## config.mk

```make
export PLATFORM = sky130hd
export DESIGN_NAME = wdt_window_core
export DESIGN_NICKNAME = d
export VERILOG_FILES = /design/src/rtl/wdt_pkg.sv /design/src/rtl/wdt_tick_gen.sv /design/src/rtl/wdt_key_seq.sv /design/src/rtl/wdt_count_core.sv /design/src/rtl/wdt_window_core.sv
export SDC_FILE = /design/constraint.sdc
export NUM_CORES = 1
export LEC_CHECK = 0
export ABC_CLOCK_PERIOD_IN_PS = 3960
export BUFFER_PORTS_ARGS = -buffer_cell sky130_fd_sc_hd__buf_2
export CAP_MARGIN = 20
export CELL_PAD_IN_SITES_DETAIL_PLACEMENT = 2
export CELL_PAD_IN_SITES_GLOBAL_PLACEMENT = 2
export CORE_MARGIN = 5
export CORE_UTILIZATION = 28
export DETAILED_ROUTE_END_ITERATION = 10
export PLACE_DENSITY_LB_ADDON = 0.1
export SLEW_MARGIN = 20
export SYNTH_ARGS = -nofsm -noshare
export SYNTH_HDL_FRONTEND = slang
export SYNTH_HIERARCHICAL = 1
export SYNTH_SLANG_ARGS = --single-unit
```

## constraint.sdc

```tcl
create_clock -name clk -period 3.96 [get_ports clk]
set_clock_uncertainty 0.15 [all_clocks]
set_input_delay 0.594 -clock clk [delete_from_list [all_inputs] [get_ports clk]]
set_output_delay 0.594 -clock clk [all_outputs]
set_load 0.01 [all_outputs]
```

## src/rtl/wdt_pkg.sv

```systemverilog
package wdt_pkg;
   typedef enum logic [1:0] {
      SEL_REFRESH = 2'd0,
      SEL_FLAG    = 2'd1,
      SEL_RSTCNT  = 2'd2,
      SEL_NONE    = 2'd3
   } wdt_sel_e;

   typedef enum logic {
      ST_RUN   = 1'b0,
      ST_GRACE = 1'b1
   } wdt_state_e;
endpackage

```

## src/rtl/wdt_tick_gen.sv

```systemverilog
module wdt_tick_gen #(
   parameter int PRESC_W = 3
) (
   input  logic               clk,
   input  logic               rst_n,
   input  logic               clr,
   input  logic               src_bus,
   input  logic               lpo_tick,
   input  logic               run,
   input  logic [PRESC_W-1:0] presc,
   output logic               tick
);
   logic [PRESC_W-1:0] div_q;
   logic               src_tick;
   logic               wrap;

   if (PRESC_W < 1) begin : g_bad_presc
      $error("wdt_tick_gen: PRESC_W must be at least 1");
   end

   // source select: bus clock means every cycle is a source tick
   assign src_tick = src_bus ? 1'b1 : lpo_tick;
   assign wrap     = (div_q >= presc);
   assign tick     = run & src_tick & wrap;

   always_ff @(posedge clk or negedge rst_n) begin
      if (!rst_n) begin
         div_q <= '0;
      end else if (clr) begin
         div_q <= '0;
      end else if (run && src_tick) begin
         div_q <= wrap ? '0 : div_q + 1'b1;
      end
   end
endmodule

```

## src/rtl/wdt_key_seq.sv

```systemverilog
module wdt_key_seq #(
   parameter int             KEY_W      = 16,
   parameter logic [KEY_W-1:0] KEY_FIRST  = 16'hA602,
   parameter logic [KEY_W-1:0] KEY_SECOND = 16'hB480
) (
   input  logic             clk,
   input  logic             rst_n,
   input  logic             clr,
   input  logic             wr,
   input  logic [KEY_W-1:0] wdata,
   output logic             armed_o,
   output logic             refresh_ok_o,
   output logic             key_fault_o
);
   logic armed_q;

   if (KEY_FIRST == KEY_SECOND) begin : g_bad_keys
      $error("wdt_key_seq: the two key words must differ");
   end

   assign armed_o      = armed_q;
   assign refresh_ok_o = wr & armed_q & (wdata == KEY_SECOND);
   assign key_fault_o  = wr & armed_q & (wdata != KEY_SECOND);

   always_ff @(posedge clk or negedge rst_n) begin
      if (!rst_n) begin
         armed_q <= 1'b0;
      end else if (clr) begin
         armed_q <= 1'b0;
      end else if (wr) begin
         // any write while armed completes the pair; idle waits for the first word
         armed_q <= !armed_q && (wdata == KEY_FIRST);
      end
   end
endmodule

```

## src/rtl/wdt_count_core.sv

```systemverilog
module wdt_count_core
   import wdt_pkg::*;
#(
   parameter int CNT_W       = 32,
   parameter int GRACE_TICKS = 128
) (
   input  logic             clk,
   input  logic             rst_n,
   input  logic             tick,
   input  logic             refresh_ok,
   input  logic             key_fault,
   input  logic             irq_en,
   input  logic             win_en,
   input  logic [CNT_W-1:0] timeout,
   input  logic [CNT_W-1:0] window,
   output logic [CNT_W-1:0] cnt_o,
   output logic             rst_o,
   output logic             irq_o,
   output logic             irq_set_o,
   output logic             in_grace_o,
   output logic             fire_o,
   output logic             clr_evt_o
);
   localparam int GW = (GRACE_TICKS > 1) ? $clog2(GRACE_TICKS) : 1;

   wdt_state_e       state_q;
   logic [CNT_W-1:0] cnt_q;
   logic             rst_q;
   logic             irq_q;
   logic             in_run;
   logic             reach;
   logic             win_early;
   logic             fault_req;
   logic             accept;
   logic             tmo;
   logic             grace_done;
   logic             fire;

   if (CNT_W < 2) begin : g_bad_cnt
      $error("wdt_count_core: CNT_W must be at least 2");
   end
   if (GRACE_TICKS < 1) begin : g_bad_grace
      $error("wdt_count_core: GRACE_TICKS must be at least 1");
   end

   assign in_run    = (state_q == ST_RUN);
   assign reach     = ({1'b0, cnt_q} + (CNT_W+1)'(1)) >= {1'b0, timeout};
   assign win_early = win_en & (cnt_q < window);
   assign fault_req = in_run & (key_fault | (refresh_ok & win_early));
   assign accept    = in_run & refresh_ok & !win_early;
   assign tmo       = in_run & tick & reach & !accept & !fault_req;
   assign fire      = fault_req | (tmo & !irq_en) | grace_done;

   if (GRACE_TICKS > 1) begin : g_grace_cnt
      logic [GW-1:0] gcnt_q;
      assign grace_done = !in_run & tick & (gcnt_q == GW'(GRACE_TICKS-1));
      always_ff @(posedge clk or negedge rst_n) begin
         if (!rst_n) begin
            gcnt_q <= '0;
         end else if (in_run) begin
            gcnt_q <= '0;
         end else if (tick) begin
            gcnt_q <= gcnt_q + 1'b1;
         end
      end
   end else begin : g_grace_one
      assign grace_done = !in_run & tick;
   end

   always_ff @(posedge clk or negedge rst_n) begin
      if (!rst_n) begin
         state_q <= ST_RUN;
         cnt_q   <= '0;
         rst_q   <= 1'b0;
         irq_q   <= 1'b0;
      end else begin
         rst_q <= fire;
         irq_q <= tmo & irq_en;
         if (fire) begin
            cnt_q   <= '0;
            state_q <= ST_RUN;
         end else if (accept) begin
            cnt_q <= '0;
         end else if (tmo && irq_en) begin
            state_q <= ST_GRACE;
         end else if (in_run && tick) begin
            cnt_q <= cnt_q + 1'b1;
         end
      end
   end

   assign cnt_o      = cnt_q;
   assign rst_o      = rst_q;
   assign irq_o      = irq_q;
   assign irq_set_o  = tmo & irq_en;
   assign in_grace_o = !in_run;
   assign fire_o     = fire;
   assign clr_evt_o  = fire | accept;

   // an accepted key pair leaves the counter at zero
   a_r1_refresh_clears: assert property (@(posedge clk) disable iff (!rst_n)
      (in_run && refresh_ok && !win_early) |=> (cnt_q == '0));

   // the interrupt pulse only appears once the grace period has begun
   a_r6_irq_in_grace: assert property (@(posedge clk) disable iff (!rst_n)
      irq_q |-> (state_q == ST_GRACE));

   // without a tick or a clearing event the count holds
   a_r9_hold_no_tick: assert property (@(posedge clk) disable iff (!rst_n)
      (!tick && !fire && !accept) |=> $stable(cnt_q));
endmodule

```

## src/rtl/wdt_window_core.sv

```systemverilog
module wdt_window_core
   import wdt_pkg::*;
#(
   parameter int               CNT_W       = 32,
   parameter int               PRESC_W     = 3,
   parameter int               KEY_W       = 16,
   parameter int               RCNT_W      = 16,
   parameter int               GRACE_TICKS = 128,
   parameter logic [KEY_W-1:0] KEY_FIRST   = 16'hA602,
   parameter logic [KEY_W-1:0] KEY_SECOND  = 16'hB480
) (
   input  logic               clk,
   input  logic               rst_n,
   input  logic               cfg_enable,
   input  logic               cfg_src_bus,
   input  logic [PRESC_W-1:0] cfg_presc,
   input  logic               cfg_irq_en,
   input  logic               cfg_win_en,
   input  logic               cfg_run_debug,
   input  logic               cfg_run_stop,
   input  logic               cfg_run_wait,
   input  logic [CNT_W-1:0]   cfg_timeout,
   input  logic [CNT_W-1:0]   cfg_window,
   input  logic               lpo_tick,
   input  logic               cpu_debug,
   input  logic               cpu_stop,
   input  logic               cpu_wait,
   input  logic               bus_wr,
   input  logic [1:0]         bus_sel,
   input  logic [KEY_W-1:0]   bus_wdata,
   output logic               wdog_rst_o,
   output logic               irq_o,
   output logic               flag_o,
   output logic [CNT_W-1:0]   count_o,
   output logic [RCNT_W-1:0]  rst_count_o
);
   localparam logic [RCNT_W-1:0] RCNT_MAX = {RCNT_W{1'b1}};

   logic run;
   logic tick;
   logic wr_key;
   logic wr_flag;
   logic wr_rcnt;
   logic armed;
   logic refresh_ok;
   logic key_fault;
   logic irq_set;
   logic in_grace;
   logic fire;
   logic clr_evt;
   logic flag_q;
   logic [RCNT_W-1:0] rcnt_q;

   if (RCNT_W > KEY_W) begin : g_bad_rcnt
      $error("wdt_window_core: RCNT_W must not exceed KEY_W");
   end

   // counting halts in any processor mode whose run bit is clear
   assign run = cfg_enable
              & ~(cpu_debug & ~cfg_run_debug)
              & ~(cpu_stop  & ~cfg_run_stop)
              & ~(cpu_wait  & ~cfg_run_wait);

   assign wr_key  = bus_wr & cfg_enable & (bus_sel == SEL_REFRESH);
   assign wr_flag = bus_wr & (bus_sel == SEL_FLAG) & bus_wdata[0];
   assign wr_rcnt = bus_wr & (bus_sel == SEL_RSTCNT) & (bus_wdata[RCNT_W-1:0] == RCNT_MAX);

   wdt_tick_gen #(.PRESC_W(PRESC_W)) i_tick (
      .clk      (clk),
      .rst_n    (rst_n),
      .clr      (clr_evt),
      .src_bus  (cfg_src_bus),
      .lpo_tick (lpo_tick),
      .run      (run),
      .presc    (cfg_presc),
      .tick     (tick)
   );

   wdt_key_seq #(.KEY_W(KEY_W), .KEY_FIRST(KEY_FIRST), .KEY_SECOND(KEY_SECOND)) i_key (
      .clk          (clk),
      .rst_n        (rst_n),
      .clr          (fire),
      .wr           (wr_key),
      .wdata        (bus_wdata),
      .armed_o      (armed),
      .refresh_ok_o (refresh_ok),
      .key_fault_o  (key_fault)
   );

   wdt_count_core #(.CNT_W(CNT_W), .GRACE_TICKS(GRACE_TICKS)) i_core (
      .clk        (clk),
      .rst_n      (rst_n),
      .tick       (tick),
      .refresh_ok (refresh_ok),
      .key_fault  (key_fault),
      .irq_en     (cfg_irq_en),
      .win_en     (cfg_win_en),
      .timeout    (cfg_timeout),
      .window     (cfg_window),
      .cnt_o      (count_o),
      .rst_o      (wdog_rst_o),
      .irq_o      (irq_o),
      .irq_set_o  (irq_set),
      .in_grace_o (in_grace),
      .fire_o     (fire),
      .clr_evt_o  (clr_evt)
   );

   always_ff @(posedge clk or negedge rst_n) begin
      if (!rst_n) begin
         flag_q <= 1'b0;
      end else if (irq_set) begin
         flag_q <= 1'b1;
      end else if (wr_flag) begin
         flag_q <= 1'b0;
      end
   end

   always_ff @(posedge clk or negedge rst_n) begin
      if (!rst_n) begin
         rcnt_q <= '0;
      end else if (wr_rcnt) begin
         rcnt_q <= '0;
      end else if (wdog_rst_o && (rcnt_q != RCNT_MAX)) begin
         rcnt_q <= rcnt_q + 1'b1;
      end
   end

   assign flag_o      = flag_q;
   assign rst_count_o = rcnt_q;

   // a mismatching second word after the first key resets next cycle
   a_r2_wrong_key_resets: assert property (@(posedge clk) disable iff (!rst_n)
      (wr_key && armed && (bus_wdata != KEY_SECOND) && !in_grace) |=> wdog_rst_o);

   // the interrupt pulse always comes with the flag raised
   a_r7_flag_with_irq: assert property (@(posedge clk) disable iff (!rst_n)
      irq_o |-> flag_o);

   // a saturated reset counter stays saturated until cleared
   a_r10_saturate: assert property (@(posedge clk) disable iff (!rst_n)
      ((rst_count_o == RCNT_MAX) && !wr_rcnt) |=> (rst_count_o == RCNT_MAX));

   // a disabled watchdog keeps its count
   a_r12_frozen_when_off: assert property (@(posedge clk) disable iff (!rst_n)
      !cfg_enable |=> $stable(count_o));
endmodule

```

# After elaboration in Yosys (flattened, before gate mapping)
# Index checks and enable logic that the tools add are counted.
# op_classes
n_addsub	5
order_cmp	3
n_eq_ne	11
n_mux	19
n_bitwise	41
reduce_logical	19
# op_table
cell	count
2-to-1 mux 32 bit	4
== test 16 bit, second input constant	3
adder 32 x 1 -> 33 bit, second input constant	1
>= comparator 33 x 32 -> 1 bit	1
adder 32 x 1 -> 32 bit, second input constant	1
less-than comparator 32 bit	1
2-to-1 mux 16 bit	2
!= test 16 bit, second input constant	2
AND 1 bit	30
adder 16 x 1 -> 16 bit, second input constant	1
2-to-1 mux 7 bit	2
nonzero test 2 bit	5
2-to-1 mux 3 bit	3
2-to-1 mux 1 bit	8
adder 7 x 1 -> 7 bit, second input constant	1
== test 7 bit, second input constant	1
NOT 1 bit	7
logical AND 1 bit	5
logical NOT 1 bit	5
OR 1 bit	4
AND reduction 2 bit	2
adder 3 x 1 -> 3 bit, second input constant	1
>= comparator 3 bit	1
!= test 3 x 1 -> 1 bit, second input constant	1
6 further kinds	6
# word_totals
ff_bits	63
inputBits	99
output_inout_bits	51
word_cells	107

# Longest topological paths before layout
# depth
ltp_word	17
ltp_mapped	17
depth_no_buf	17

# Hierarchy
# Netlist, hierarchy kept.
# by_module_without_submodules
mod	n_inst	cells_per_inst	area_per_inst_um2	seq_area_each_um2
wdt_count_core	1	502	4130.2	1051.0
wdt_window_core	1	122	1158.6	425.4
wdt_tick_gen	1	27	236.5	75.1
wdt_key_seq	1	15	147.6	25.0

# Worst setup path before layout
# Ideal clock, no wire load.
# synth_path
path_kind	reg2reg
startpoint	reg i_core.cnt_q[9] (netlist: i_core/cnt_o[9])
endpoint	reg i_core.cnt_q[30] (netlist: i_core/cnt_o[30])
setup_time_ns	0.140
t_arrival_ns	3.610
t_required_ns	3.670
path_slack_ns	0.060
stages_incl_launch_ff	18
n_path_buf	3
period_less_slack_ns	3.900
cell_sequence	dfrtp_1 nand3_1 or2_4 or3_1 or2_0 clkbuf_1 nor2_1 xnor2_1 ha_1 nand4_1 nor3_1 a221oi_1 nand4_1 a211o_2 clkbuf_2 buf_4 o31ai_1 a21oi_1
# synth_between
elab_chain_len	12
elab_cells_between_ends	26
classes_between	2 x add/sub; 2 x order compare; 1 x eq/ne; 4 x mux; 11 x bitwise; 6 x reduce/logical
# synth_lines
item	line_no	text
from (decl)	wdt_count_core.sv:27	logic [CNT_W-1:0] cnt_q;
from (signal assigned)	wdt_count_core.sv:87	cnt_q <= cnt_q + 1'b1;
branches (longest 12 deep; another with adder 32 x 1 -> 33 bit)	n/a	
# Parallel ways; which one is timed is not known. The select of a mux whose other input is x is not followed.
# A chain may end at the register's enable or synchronous reset.

# Worst setup path in the final report
# layout_path
startpoint	reg i_core.cnt_q[17] (netlist: i_core/cnt_o[17])
endpoint	reg i_core.cnt_q[21] (netlist: i_core/cnt_o[21])
# The elaborated chain is that of the path after synthesis.

==> out/metrics.csv <==
stage;metric;value;unit
run_status;status;complete, but fails checks;
run_status;failing checks;negative setup slack;
clock_network;clock-pin slew on the worst setup and hold paths;60;ps
clock_network;CTS Buf Count;9;
logic_synthesis;dominant cell type by area after synthesis;dfrtp_1;
job;max-cap violations;0;
clock_network;CTS sink cnt;63;
clock_network;clock buffer depth;2;
critical_path;Critical Path End Type;register;
clock_network;clk_lat worst skew;340;ps
logic_synthesis;asr flop ratio synth;100;%
global_routing;first-pass GRT wire length;35.7;mm
critical_path;crit start category;register;
critical_path;CP max FO;15;
logic_synthesis;Synth area leaders;dfrtp_1 28%, ha_1 15%, a21oi_1 5.6%, inv_1 5.1%, xnor2_1 4.5%;
critical_path;RR Startpoint;i_core/cnt_o[17];
floorplan;Die H;152;um
place;Port Buf Inserts;149;
global_routing;overflow left after global routing;0;
drt;drt wl/cell;19.7;um
floorplan;core area;20100;um2
sta;unrepaired setup endpoints after global routing;true;
logic_synthesis;most frequent cells after synthesis;77 x inv_1, 70 x ha_1, 63 x a21oi_1, 63 x dfrtp_1, 44 x nand2_1;
cells_and_area;layout cells sized above 1;40.4;%
logic_synthesis;mapped cell area;5670;um2
critical_path;CP Class;register to register;
drt;# DRC;0;
cells_and_area;Nets;1084;
drt;final WL;23.4;mm
drt;Vias;6162;
power;leakage power;4.18;nW
floorplan;Starting Density;28.2;%
sta;Slew Limit Headroom;47.5;%
logic_synthesis;post-synthesis register bit count;63;
critical_path;RR Endpoint;i_core/cnt_o[21];
power;maximum VDD drop;0.170;mV
drt;Pre-antenna DRT Iters;4;
sta;Min Clock Period, post-route;4120;ps
clock_network;CTS tree;built;
logic_synthesis;YS warnings;6;
clock_network;clk root buf;clkbuf_16;
critical_path;worst setup path endpoint;i_core/cnt_o[21];
critical_path;Levels on crit path;18;
critical_path;R2R cell count;18;
critical_path;cells along the critical path;nand4_4 -> nor3_4 -> nand4b_4 -> nor2_4 -> nand4_4 -> nor2_2 -> xor2_1 -> ha_1 -> nand3_1 -> buf_4 -> nor4_4 -> buf_4 -> nand4_1 -> nand4_1 -> a211o_4 -> bufbuf_16 -> o31ai_1 -> a21oi_1;
sta;final worst-path cycle share;104;%
critical_path;max incr delay on CP;460;ps
drt;initial DRC count;139;
global_routing;largest net degree at the start of global routing;46;
logic_synthesis;top-count cell post-synth;inv_1;
clock_network;H-tree depth;3;
logic_synthesis;Synthesized Nets;835;
place;routability cong.;0.778;
floorplan;Top Ports;150;
logic_synthesis;Syn Area/Cell;8.52;um2
floorplan;die area;23200;um2
global_routing;vias in the first global route;6919;
floorplan;FP Rows;52;
logic_synthesis;share of the synthesized area in the top cell type;27.8;%
logic_synthesis;synth unique cells;71;
sta;Achievable Freq;243;MHz
sta;setup violators final;31;
critical_path;Crit path required time;4020;ps
sta;Final WS setup;-158;ps
cells_and_area;fillcell total;2226;
sta;Slew @ Worst Pin;782;ps
critical_path;Worst Path Arrival;4180;ps
clock_network;hold bufs inserted after CTS;0;
place;Setup WS pre-CTS;-311;ps
drt;Final ANT Viol Nets;0;
cells_and_area;Area Growth Syn to Fin;46.5;%
drt;DR vias/cell;5.18;
global_routing;initial antenna violation count;0;
logic_synthesis;most used flip-flop cell after synthesis;dfrtp_1;
sta;Hold Fails Final Rpt;0;
logic_synthesis;Syn Inst Count;666;
critical_path;critical path's slowest cell;a211o_4;
logic_synthesis;Post-synth EDFFs;0;
critical_path;Critical Path Source;i_core/cnt_o[17];
critical_path;Worst Path Buf+Inv;3;
place;DP HPWL;17.8;mm
logic_synthesis;Seq/Total Area, Yosys;27.8;%
hold_path;min-delay worst type;input port to async pin;
power;PwrDens;302;nW/um2
global_routing;GR Util All Layers;18.7;%
cells_and_area;Ant. Diodes;0;
sta;max-slew violations;0;
critical_path;cell family with most CP delay;simple AND/OR/NAND/NOR gates;
power;Tot Pwr;0.00251;W
floorplan;Die X-Extent;152;um
critical_path;worst reg2reg setup slack;-160;ps
metal layers:
metal,GRT usage [%],up-vias,share of wire (%)
li1,-,2924,-
met1,22.3,3111,42
met2,34.8,102,53
met3,2.81,25,3.3
met4,4.97,0,1.9
met5,0,-,0
where the power goes:
| group | switching (W) | internal (W) | leakage, nW |
|---|---|---|---|
| sequential | 0.000111 | 0.000720 | 0.816 |
| clock | 0.000313 | 0.000504 | 0.138 |
| combinational | 0.000483 | 0.000376 | 3.23 |
worst min path at each step:
stage / slack [ps] / endpoint
2_1_floorplan: 150 / flag_o
3_3_place_gp: 310 / flag_o
3_5_place_dp: 330 / flag_o
4_1_cts: 60 / i_core/cnt_o[20]
5_1_grt: 80 / i_core/cnt_o[20]
6_report: 50 / i_core/cnt_o[20]
sequential cells by signal, indices dropped and copies added (netlist names):
name / cells
i_core/rst_o: 1
i_core/irq_o: 1
flag_o: 1
i_key/armed_o: 1
i_core/in_grace_o: 1
i_core/g_grace_cnt.gcnt_q: 7
rst_count_o: 16
i_core/cnt_o: 32
i_tick/div_q: 3
per-stage QoR:
stage	area, um2	hold slack, ps	util [%]	setup TNS [ps]	cells
after floorplan	5670	148	-	0	666
after global placement	7360	306	36.6	-2810	1155
after detailed placement	7360	331	36.6	-7180	1155
after CTS	7810	55.9	38.8	-54.4	1174
after global routing	8310	84.8	41.3	-8390	1190
final	8310	52.6	41.3	-2380	1190
cell families after synthesis:
family                   after synthesis  share of synthesized area (%)
AND/OR/NAND/NOR                      241                           27.0
AO/OA/AOI/OAI                        159                           16.8
buffers and inverters                 92                           6.53
adder cells (fa/ha/maj)               70                           15.4
flip-flops                            63                           27.8
XOR/XNOR                              37                           5.71
multiplexers                           4                          0.706
placed cells by master, fill, tap and decap left out, types with 4 or more instances in the layout:
| cell type | n |
|---|---|
| buf_2 | 149 |
| buf_4 | 91 |
| inv_1 | 77 |
| ha_1 | 67 |
| dfrtp_1 | 63 |
| nand2_1 | 42 |
| a21oi_1 | 39 |
| o21ai_0 | 32 |
| nor2_1 | 25 |
| xnor2_1 | 25 |
| nand4_1 | 24 |
| nand3_1 | 24 |
| a21oi_2 | 24 |
| or3_1 | 16 |
| or3_4 | 14 |
| o21ai_1 | 13 |
| clkbuf_16 | 11 |
| and2_1 | 8 |
| o31ai_1 | 8 |
| a21o_1 | 8 |
| xor2_1 | 8 |
| and4_1 | 6 |
| nor4_4 | 6 |
| buf_12 | 6 |
| nand3_2 | 5 |
| nand2b_1 | 5 |
| nor4bb_1 | 4 |
| mux2i_1 | 4 |
| or4_1 | 4 |
| nor3_1 | 4 |
| nor4_1 | 4 |
| a211oi_1 | 4 |
| buf_6 | 4 |
final cells by class:
class / count / area, um2 / area share, %
Multi-Input combinational cell: 511 / 4130 / 49.7
Timing Repair Buffer: 253 / 1680 / 20.2
Clock inverter: 5 / 57.6 / 0.692
Inverter: 77 / 289 / 3.48
Tap cell: 270 / 338 / 4.06
Sequential cell: 63 / 1580 / 19.0
Clock buffer: 11 / 243 / 2.92
what timing repair did:
| item | in CTS | in global routing |
|---|---|---|
| pin swaps | 8 | 46 |
| setup endpoints to repair | 36 | 39 |
| setup buffers | 2 | 15 |
| cloned | 1 | 2 |
| resized for setup | 22 | 80 |
Note: power is estimated with default switching activity, not from simulation.
